### src/rtl/enc_spi_pkg.sv
// Package: shared constants for the SPI readout slave.
// Holds the read-mode field width and the code values the reply mux decodes.
package enc_spi_pkg;
    localparam int RM_W = 3;
    typedef logic [RM_W-1:0] rmode_t;

    localparam rmode_t RM_POS     = 3'd0;
    localparam rmode_t RM_SINCOS  = 3'd1;
    localparam rmode_t RM_ZERO    = 3'd2;
    localparam rmode_t RM_POS_ALT = 3'd3;
endpackage

### src/rtl/spi_pin_sync.sv
// Module: spi_pin_sync
// Brings SCLK, slave select and MOSI into the core clock domain through
// STAGES-deep flop chains, then derives one-cycle edge strobes.
// Assumes: the core clock is at least 4x SCLK, so no SCLK edge is missed.
// MOSI goes through the same depth as SCLK, so it stays aligned with sclk_rise.
module spi_pin_sync #(
    parameter int STAGES = 2
) (
    input  logic clk,
    input  logic rst_n,
    input  logic sclk,
    input  logic ss_n,
    input  logic mosi,
    output logic ss_act,
    output logic ss_fall,
    output logic ss_rise,
    output logic sclk_rise,
    output logic sclk_fall,
    output logic mosi_s
);
    localparam int NPIN = 3;
    localparam logic [NPIN-1:0] IDLE = 3'b010; // {mosi, ss_n, sclk} idle levels

    logic [NPIN-1:0] pins_raw;
    logic [NPIN-1:0] pins_s;
    logic            sclk_d;
    logic            ss_d;

    assign pins_raw = {mosi, ss_n, sclk};

    genvar gp;
    generate
        for (gp = 0; gp < NPIN; gp++) begin : g_pin
            logic [STAGES-1:0] chain;
            // Shift the pin through its synchronizer chain
            always_ff @(posedge clk) begin
                if (!rst_n) chain <= {STAGES{IDLE[gp]}};
                else        chain <= {chain[STAGES-2:0], pins_raw[gp]};
            end
            assign pins_s[gp] = chain[STAGES-1];
        end
    endgenerate

    // Keep one cycle of history for edge detection
    always_ff @(posedge clk) begin
        if (!rst_n) begin
            sclk_d <= 1'b0;
            ss_d   <= 1'b1;
        end else begin
            sclk_d <= pins_s[0];
            ss_d   <= pins_s[1];
        end
    end

    assign ss_act    = ~pins_s[1];
    assign ss_fall   = ss_d & ~pins_s[1];
    assign ss_rise   = ~ss_d & pins_s[1];
    assign sclk_rise = pins_s[0] & ~sclk_d;
    assign sclk_fall = ~pins_s[0] & sclk_d;
    assign mosi_s    = pins_s[2];
endmodule

### src/rtl/spi_cmd_rx.sv
// Module: spi_cmd_rx
// Counts the bits in each frame and captures the command byte.
// When select rises it publishes the pending read request, which is marked
// valid only if the frame held exactly FRAME_BITS bits.
// Assumes: edge strobes come from spi_pin_sync.
module spi_cmd_rx
    import enc_spi_pkg::*;
#(
    parameter int FRAME_BITS = 32,
    parameter int CTRL_BITS  = 8
) (
    input  logic   clk,
    input  logic   rst_n,
    input  logic   ss_act,
    input  logic   ss_fall,
    input  logic   ss_rise,
    input  logic   sclk_rise,
    input  logic   mosi_s,
    output logic   pend_valid,
    output rmode_t pend_mode
);
    localparam int CNT_W = $clog2(FRAME_BITS + 2);
    localparam logic [CNT_W-1:0] CNT_MAX  = CNT_W'(FRAME_BITS + 1);
    localparam logic [CNT_W-1:0] CNT_FULL = CNT_W'(FRAME_BITS);
    localparam logic [CNT_W-1:0] CNT_CTRL = CNT_W'(CTRL_BITS - 1);

    logic [CNT_W-1:0]     bit_cnt;
    logic [CTRL_BITS-1:0] sh;
    logic [CTRL_BITS-1:0] ctrl_q;

    // Count received bits, saturating one past a full frame
    always_ff @(posedge clk) begin
        if (!rst_n)                    bit_cnt <= '0;
        else if (ss_fall)              bit_cnt <= '0;
        else if (ss_act && sclk_rise && bit_cnt != CNT_MAX)
                                       bit_cnt <= bit_cnt + 1'b1;
    end

    // Shift in MOSI and latch the command byte on its last bit
    always_ff @(posedge clk) begin
        if (!rst_n) begin
            sh     <= '0;
            ctrl_q <= '0;
        end else if (ss_act && sclk_rise && !ss_fall) begin
            sh <= {sh[CTRL_BITS-2:0], mosi_s};
            if (bit_cnt == CNT_CTRL) ctrl_q <= {sh[CTRL_BITS-2:0], mosi_s};
        end
    end

    // Publish the request when the frame closes
    always_ff @(posedge clk) begin
        if (!rst_n) begin
            pend_valid <= 1'b0;
            pend_mode  <= RM_POS;
        end else if (ss_rise) begin
            pend_valid <= (bit_cnt == CNT_FULL);
            pend_mode  <= ctrl_q[CTRL_BITS-1 -: RM_W];
        end
    end


    short_frame_drop_chk: assert property (@(posedge clk) disable iff (!rst_n)
        (ss_rise && bit_cnt != CNT_FULL) |=> !pend_valid);


    count_clear_chk: assert property (@(posedge clk) disable iff (!rst_n)
        ss_fall |=> (bit_cnt == '0));
endmodule

### src/rtl/pos_adc_sample.sv
// Module: pos_adc_sample
// Registers the live position on every core clock. Reloads the three ADC
// sample registers once every ADC_DIV cycles, driven by a free-running divider.
// Assumes: the ADC inputs are quasi-static relative to the core clock.
module pos_adc_sample #(
    parameter int POS_W   = 24,
    parameter int ADC_W   = 12,
    parameter int ADC_DIV = 16
) (
    input  logic             clk,
    input  logic             rst_n,
    input  logic [POS_W-1:0] pos_in,
    input  logic [ADC_W-1:0] adc_sin,
    input  logic [ADC_W-1:0] adc_cos,
    input  logic [ADC_W-1:0] adc_zero,
    output logic [POS_W-1:0] pos_q,
    output logic [ADC_W-1:0] sin_q,
    output logic [ADC_W-1:0] cos_q,
    output logic [ADC_W-1:0] zero_q
);
    localparam int DIV_W = (ADC_DIV > 1) ? $clog2(ADC_DIV) : 1;
    localparam logic [DIV_W-1:0] DIV_LAST = DIV_W'(ADC_DIV - 1);

    logic [DIV_W-1:0] div_cnt;
    logic             adc_tick;

    // Track the position on every cycle
    always_ff @(posedge clk) begin
        if (!rst_n) pos_q <= '0;
        else        pos_q <= pos_in;
    end

    // Divide the core clock down to the ADC refresh rate
    always_ff @(posedge clk) begin
        if (!rst_n)                  div_cnt <= '0;
        else if (div_cnt == DIV_LAST) div_cnt <= '0;
        else                          div_cnt <= div_cnt + 1'b1;
    end

    assign adc_tick = (div_cnt == DIV_LAST);

    // Refresh the ADC samples on each divider tick
    always_ff @(posedge clk) begin
        if (!rst_n) begin
            sin_q  <= '0;
            cos_q  <= '0;
            zero_q <= '0;
        end else if (adc_tick) begin
            sin_q  <= adc_sin;
            cos_q  <= adc_cos;
            zero_q <= adc_zero;
        end
    end


    adc_hold_chk: assert property (@(posedge clk) disable iff (!rst_n)
        !adc_tick |=> ($stable(sin_q) && $stable(cos_q) && $stable(zero_q)));
endmodule

### src/rtl/spi_reply_tx.sv
// Module: spi_reply_tx
// Selects reply data from the pending request and loads it into the transmit
// shift register when select falls. It shifts one bit on each SCLK fall.
// Assumes: MISO is sampled by the host on SCLK rising edges (mode 0).
module spi_reply_tx
    import enc_spi_pkg::*;
#(
    parameter int FRAME_BITS = 32,
    parameter int POS_W      = 24,
    parameter int ADC_W      = 12
) (
    input  logic             clk,
    input  logic             rst_n,
    input  logic             ss_act,
    input  logic             ss_fall,
    input  logic             sclk_fall,
    input  logic             pend_valid,
    input  rmode_t           pend_mode,
    input  logic [POS_W-1:0] pos_q,
    input  logic [ADC_W-1:0] sin_q,
    input  logic [ADC_W-1:0] cos_q,
    input  logic [ADC_W-1:0] zero_q,
    output logic             miso_bit
);
    localparam int HDR_W = FRAME_BITS - POS_W;

    logic [POS_W-1:0]      reply;
    logic [FRAME_BITS-1:0] tx_sr;

    // Decode the pending read mode into reply data
    always_comb begin
        reply = '0;
        if (pend_valid) begin
            case (pend_mode)
                RM_POS, RM_POS_ALT: reply = pos_q;
                RM_SINCOS:          reply = (POS_W'(sin_q) << ADC_W) | POS_W'(cos_q);
                RM_ZERO:            reply = POS_W'(zero_q);
                default:            reply = '0;
            endcase
        end
    end

    // Snapshot on select fall, then shift on each SCLK fall
    always_ff @(posedge clk) begin
        if (!rst_n)                     tx_sr <= '0;
        else if (ss_fall)               tx_sr <= {{HDR_W{1'b0}}, reply};
        else if (ss_act && sclk_fall)   tx_sr <= {tx_sr[FRAME_BITS-2:0], 1'b0};
    end

    assign miso_bit = tx_sr[FRAME_BITS-1];


    header_zero_chk: assert property (@(posedge clk) disable iff (!rst_n)
        ss_fall |=> (tx_sr[FRAME_BITS-1 -: HDR_W] == '0));


    invalid_zero_chk: assert property (@(posedge clk) disable iff (!rst_n)
        (ss_fall && (!pend_valid || pend_mode[RM_W-1])) |=> (tx_sr == '0));


    frozen_reply_chk: assert property (@(posedge clk) disable iff (!rst_n)
        (ss_act && !ss_fall && !sclk_fall) |=> $stable(tx_sr));
endmodule

### src/rtl/enc_spi_readout.sv
// Module: enc_spi_readout (top)
// An SPI slave that returns position or ADC data one frame after the request.
// It also gates the incremental-output enable while SPI-only operation is on.
// Assumes: core clock >= 4x SCLK, SPI mode 0, select idles high.
module enc_spi_readout
    import enc_spi_pkg::*;
#(
    parameter int FRAME_BITS  = 32,
    parameter int CTRL_BITS   = 8,
    parameter int POS_W       = 24,
    parameter int ADC_W       = 12,
    parameter int ADC_DIV     = 16,
    parameter int SYNC_STAGES = 2
) (
    input  logic             clk,
    input  logic             rst_n,
    input  logic [POS_W-1:0] pos_in,
    input  logic [ADC_W-1:0] adc_sin,
    input  logic [ADC_W-1:0] adc_cos,
    input  logic [ADC_W-1:0] adc_zero,
    input  logic             spi_only_en,
    output logic             incr_out_en,
    input  logic             sclk,
    input  logic             ss_n,
    input  logic             mosi,
    output logic             miso,
    output logic             miso_oe
);
    logic   ss_act, ss_fall, ss_rise, sclk_rise, sclk_fall, mosi_s;
    logic   pend_valid;
    rmode_t pend_mode;
    logic [POS_W-1:0] pos_q;
    logic [ADC_W-1:0] sin_q, cos_q, zero_q;

    spi_pin_sync #(.STAGES(SYNC_STAGES)) u_sync (
        .clk(clk), .rst_n(rst_n), .sclk(sclk), .ss_n(ss_n), .mosi(mosi),
        .ss_act(ss_act), .ss_fall(ss_fall), .ss_rise(ss_rise),
        .sclk_rise(sclk_rise), .sclk_fall(sclk_fall), .mosi_s(mosi_s)
    );

    spi_cmd_rx #(.FRAME_BITS(FRAME_BITS), .CTRL_BITS(CTRL_BITS)) u_rx (
        .clk(clk), .rst_n(rst_n), .ss_act(ss_act), .ss_fall(ss_fall),
        .ss_rise(ss_rise), .sclk_rise(sclk_rise), .mosi_s(mosi_s),
        .pend_valid(pend_valid), .pend_mode(pend_mode)
    );

    pos_adc_sample #(.POS_W(POS_W), .ADC_W(ADC_W), .ADC_DIV(ADC_DIV)) u_smp (
        .clk(clk), .rst_n(rst_n), .pos_in(pos_in), .adc_sin(adc_sin),
        .adc_cos(adc_cos), .adc_zero(adc_zero), .pos_q(pos_q),
        .sin_q(sin_q), .cos_q(cos_q), .zero_q(zero_q)
    );

    spi_reply_tx #(.FRAME_BITS(FRAME_BITS), .POS_W(POS_W), .ADC_W(ADC_W)) u_tx (
        .clk(clk), .rst_n(rst_n), .ss_act(ss_act), .ss_fall(ss_fall),
        .sclk_fall(sclk_fall), .pend_valid(pend_valid), .pend_mode(pend_mode),
        .pos_q(pos_q), .sin_q(sin_q), .cos_q(cos_q), .zero_q(zero_q),
        .miso_bit(miso)
    );

    // Pad enable follows the select pin directly
    assign miso_oe = ~ss_n;

    // Gate the incremental outputs while SPI-only operation is selected
    always_ff @(posedge clk) begin
        if (!rst_n) incr_out_en <= 1'b0;
        else        incr_out_en <= ~spi_only_en;
    end


    incr_gate_chk: assert property (@(posedge clk) disable iff (!rst_n)
        spi_only_en |=> !incr_out_en);


    incr_open_chk: assert property (@(posedge clk) disable iff (!rst_n)
        !spi_only_en |=> incr_out_en);
endmodule

### config.mk
export PLATFORM = sky130hd
export DESIGN_NAME = enc_spi_readout
export DESIGN_NICKNAME = d
export VERILOG_FILES = /design/src/rtl/enc_spi_pkg.sv /design/src/rtl/spi_pin_sync.sv /design/src/rtl/spi_cmd_rx.sv /design/src/rtl/pos_adc_sample.sv /design/src/rtl/spi_reply_tx.sv /design/src/rtl/enc_spi_readout.sv
export SDC_FILE = /design/constraint.sdc
export NUM_CORES = 1
export LEC_CHECK = 0
export ABC_AREA = 1
export BUFFER_PORTS_ARGS = -buffer_cell sky130_fd_sc_hd__clkbuf_2
export CORE_ASPECT_RATIO = 0.8
export CORE_UTILIZATION = 50
export CTS_CLUSTER_DIAMETER = 80
export CTS_CLUSTER_SIZE = 30
export DETAILED_ROUTE_END_ITERATION = 10
export PLACE_DENSITY = 0.7
export SLEW_MARGIN = 20
export SYNTH_ARGS = -nofsm -noshare
export SYNTH_HDL_FRONTEND = slang
export SYNTH_SLANG_ARGS = --single-unit
### constraint.sdc
create_clock -name clk -period 3.8 [get_ports clk]
set_input_delay 0.95 -clock clk [delete_from_list [all_inputs] [get_ports clk]]
set_output_delay 0.95 -clock clk [all_outputs]
set_load 0.01 [all_outputs]
==> After elaboration in Yosys (flattened, before gate mapping) <==
Cells that the tools add are included.
{ "totals": {"reg_bits": 130, "elab_cells": 54, "in_bits": 66} }
{ "op_classes": {"mux": 4, "n_addsub": 2, "n_bitwise": 12, "reduce_logical": 11, "eq_ne": 7} }
{ "ops": {"columns": ["operator", "count"], "rows": [
  ["$mux 24", 3],
  ["$pmux 24 s3", 1],
  ["$or 24x12->24", 1],
  ["$not 1->1", 7],
  ["$add 6x1->6 const B", 1],
  ["$eq 3x2->1 const B", 2],
  ["$eq 6x3->1 const B", 1],
  ["$eq 6x6->1 const B", 1],
  ["$ne 6x6->1 const B", 1],
  ["$reduce_or 2->1", 3],
  ["$add 4x1->4 const B", 1],
  ["$and 1x1->1", 4],
  ["$eq 4x4->1 const B", 1],
  ["$logic_and 1x1->1", 4],
  ["$eq 3x1->1 const B", 1],
  ["$logic_not 3->1", 1],
  ["$reduce_and 2->1", 1],
  ["$reduce_bool 2->1", 1],
  ["$logic_not 1->1", 1]
]} }

==> Depth between registers and ports, before layout <==
{ "logic_depth": {"depth_word": 5, "mapped_depth": 8, "ltp_nobuf": 7} }

==> Hierarchy <==
From an unflattened synthesis, not the netlist that was laid out.
{ "hier_totals": {"hier_cells": 745, "hier_area_um2": 5272.6} }
{ "by_module_without_submodules": {"columns": ["module", "cells_each", "seq_area_each_um2", "area_per_inst_um2", "instances"], "rows": [
  ["pos_adc_sample", 319, 1281.2, 2308.5, 1],
  ["spi_reply_tx", 268, 640.6, 1788.0, 1],
  ["spi_cmd_rx", 122, 400.4, 890.9, 1],
  ["spi_pin_sync", 32, 160.2, 251.5, 1],
  ["enc_spi_readout", 4, 20.0, 33.8, 1]
]} }

==> Least setup slack after synthesis <==
OpenSTA, ideal clock, no wires.
{ "synth_timing": {"kind": "input port to output port", "start": "input ss_n", "end": "output miso_oe", "setup_slack_ns": 1.815, "arrival_time_ns": 1.035, "t_required_ns": 2.850, "stages": 1, "path_cell_list": "inv_1"} }
{ "synth_via": {"elab_chain_len": 1} }
{ "synth_lines": {"columns": ["element", "line_no", "source"], "rows": [
  ["from (decl)", "enc_spi_readout.sv:24", "input logic ss_n,"],
  ["$not 1->1", "enc_spi_readout.sv:61", "assign miso_oe = ~ss_n;"],
  ["to (decl)", "enc_spi_readout.sv:27", "output logic miso_oe"]
]} }
No other way between the ends.

==> Worst setup path in the final report <==
Same ends and word-level chain as after synthesis.

==> metrics.md <==
| Metric | Value |
|---|---|
| GRT overflow | `0` |
| Die W | `113 microns` |
| CP Cell Sequence | `clkbuf_2 -> inv_1 -> clkbuf_2` |
| Drt wl/cell | `approximately 13 microns` |
| CP peak stage delay | `0.14 ns` |
| First-pass GRT wire length | `between 15000 and 20000 microns` |
| Final period utilization | `0.574` |
| Largest net degree at the start of global routing | `74` |
| Hold WC Path Type | `register to register` |
| Crit path arrival time | `1.23 ns` |
| Final number of setup-violating endpoints | `0` |
| H-tree depth | `4` |
| Vias in the first global route | `~3800` |
| Tmin final | `2.18 ns` |
| Worst-path fanout max | `2` |
| Max-cap violations | `0` |
| Netlist cell types | `26` |
| Worst Hold Depth | `2` |
| Share of cells above drive strength 1 | `0.150` |
| Max Root-Sink Buffers | `2` |
| # IOs | `between 60 and 70` |
| Share of the synthesized area in the top cell type | `0.512` |
| Syn. warnings | `0` |
| Final nets | `between 700 and 800` |
| GP Congestion | `~0.8` |
| Unrepaired setup endpoints after global routing | `no` |
| Hpwl dp | `between 6000 and 7000 microns` |
| Commonest cells after routing, fill and taps aside | `164 x nand2_1, 125 x dfxtp_1, 99 x o21ai_0, 84 x inv_1, 75 x a21oi_1` |
| Antenna Nets Post-Route | `0` |
| Residual DRC count | `0` |
| Final Hold Vio Count | `0` |
| Initial antenna violation count | `0` |
| Synth area leaders | `dfxtp_1 51%, nand2_1 13%, o21ai_0 10%` |
| Die Y | `around 90 microns` |
| Initial Util | `0.528` |
| Syn Inst Count | `between 600 and 700` |
| Hold-fix buffers, CTS | `0` |
| PD cells | `around 500 nW/um^2` |
| Synth Register Bits | `roughly 130` |
| Most used cell, CP | `clkbuf_2` |
| Commonest non-fill, non-tap cell in the layout | `nand2_1` |
| CP max-delay cell | `clkbuf_2` |
| Setup_tns | `0 ns` |
| CTS tree | `yes` |
| Pins Over Slew Limit | `0` |
| Asr flop ratio synth | `0` |
| Layout area overhead | `17.3%` |
| Row count | `31` |
| Total Wirelength | `roughly 10000 microns` |
| Syn_nets | `around 730` |
| Core ar. | `just over 9000 sq um` |
| Iter 0 DRT Violations | `200` |
| Mapped cell area | `a little under 5000 sq um` |
| Pleak | `roughly 2.6 nW` |
| Total CTS buffers | `17` |
| GRT Overall Usage | `0.221` |
| EDFF count, synth | `0` |
| N_diodes | `0` |
| Worst slew margin | `0.317` |
| Setup crit start kind | `input port` |
| Worst reg2reg path depth | `6` |
| Setup Skew | `0.00532 ns` |
| DR vias/cell | `4.98` |
| Max VDD drop | `447 uV` |
| Main flop type after synthesis | `dfxtp_1` |
| CTS sink count | `approximately 130` |
| Die area | `10200 sq um` |
| Clk slew on worst S/H paths | `approximately 0.05 ns` |
| Avg Inst Size Synth | `~7.5 sq um` |
| Req. time, crit path | `approximately 2.9 ns` |
| Final Util | `0.619` |
| CP Capture Type | `primary output` |
| CTS root buffer | `clkbuf_16` |
| Critical path type | `input port to primary output` |
| Status | `complete, no violations` |
| Vias | `~4200` |
| Worst-margin pin slew | `approximately 1.0 ns` |
| Post_cts resized | `0` |
| Setup Buffers After CTS | `0` |
| First-pass DRT Iterations | `5` |
| I/O Buffers | `68` |
| Largest area contributor in the netlist | `dfxtp_1` |
| Worst-Skew Late Latency | `roughly 0.4 ns` |
| Sequential area share after synthesis | `0.512` |
| Highest clock rate | `458 MHz` |
## metal layers
metal / wire length, microns / GRT usage
met1: 5010 / 0.287
met2: 4950 / 0.351
met3: 415 / 0.0503
met4: 106 / 0.0956
met5: 0 / 0
## Yosys cell counts, drive strengths merged (2+ instances only)
cell type  instances
nand2            166
dfxtp            125
o21ai             99
inv               86
a21oi             79
nor2              33
clkbuf            22
nand3             21
buf               11
ha                 4
nor3               2
xnor2              2
xor2               2
## report_power, final
part	switching, W	total (W)	internal [W]
clock	0.000511	0.00136	0.000847
combinational	0.0000865	0.000144	0.0000572
sequential	0.0000150	0.00136	0.00135
total	0.000613	0.00287	0.00225
## sequential cells by signal (all words and copies together), names as in the netlist, 4 cells and up
register / count
u_rx.bit_cnt: 6
u_rx.sh: 7
u_smp.cos_q: 12
u_smp.div_cnt: 4
u_smp.pos_q: 24
u_smp.sin_q: 12
u_smp.zero_q: 12
u_sync.g_pin.chain: 6
u_tx.tx_sr: 32
## stage by stage
step                      instances  area [sq um]  total power [W]  hold WS, ns  setup WS [ns]
final                           837          5740          0.00287        0.411           1.62
after floorplan                 655          4890          0.00148        0.390           1.82
after global placement          809          5250          0.00153        0.402           1.42
after CTS                       837          5740          0.00289        0.413           1.62
after detailed placement        809          5250          0.00153        0.401           1.35
after global routing            837          5740          0.00297        0.424           1.55
## critical path: cells and delay by family
kind	cells	cell delay, ns
buf+inv	3	0.29
## cell type report
class                      count  area (sq um)
clock buffer                  25           475
clock inverter                 3          15.0
fill                         806          3530
inverter                      87           327
multi-input combinational    410          1900
sequential                   125          2500
tap                          115           144
timing repair buffer          72           370
## final timing paths
path                                                  to  slack, ns                startpoint
worst max-delay path                             miso_oe       1.62                      ss_n
worst min-delay path            u_sync.g_pin[2].chain[1]       0.41  u_sync.g_pin[2].chain[0]
worst max register to register             u_tx.tx_sr[9]       2.00         u_rx.pend_mode[0]
worst min register to register  u_sync.g_pin[2].chain[1]       0.41  u_sync.g_pin[2].chain[0]
## logic make-up after synthesis
kind of cell / count (synthesis) / synth area share
compound gates: 178 / 0.185
xor+xnor: 4 / 0.00716
fa+ha+maj: 4 / 0.0102
buf+inv: 120 / 0.101
flops: 125 / 0.512
simple gates: 224 / 0.185
(Power assumes the default switching activity.)
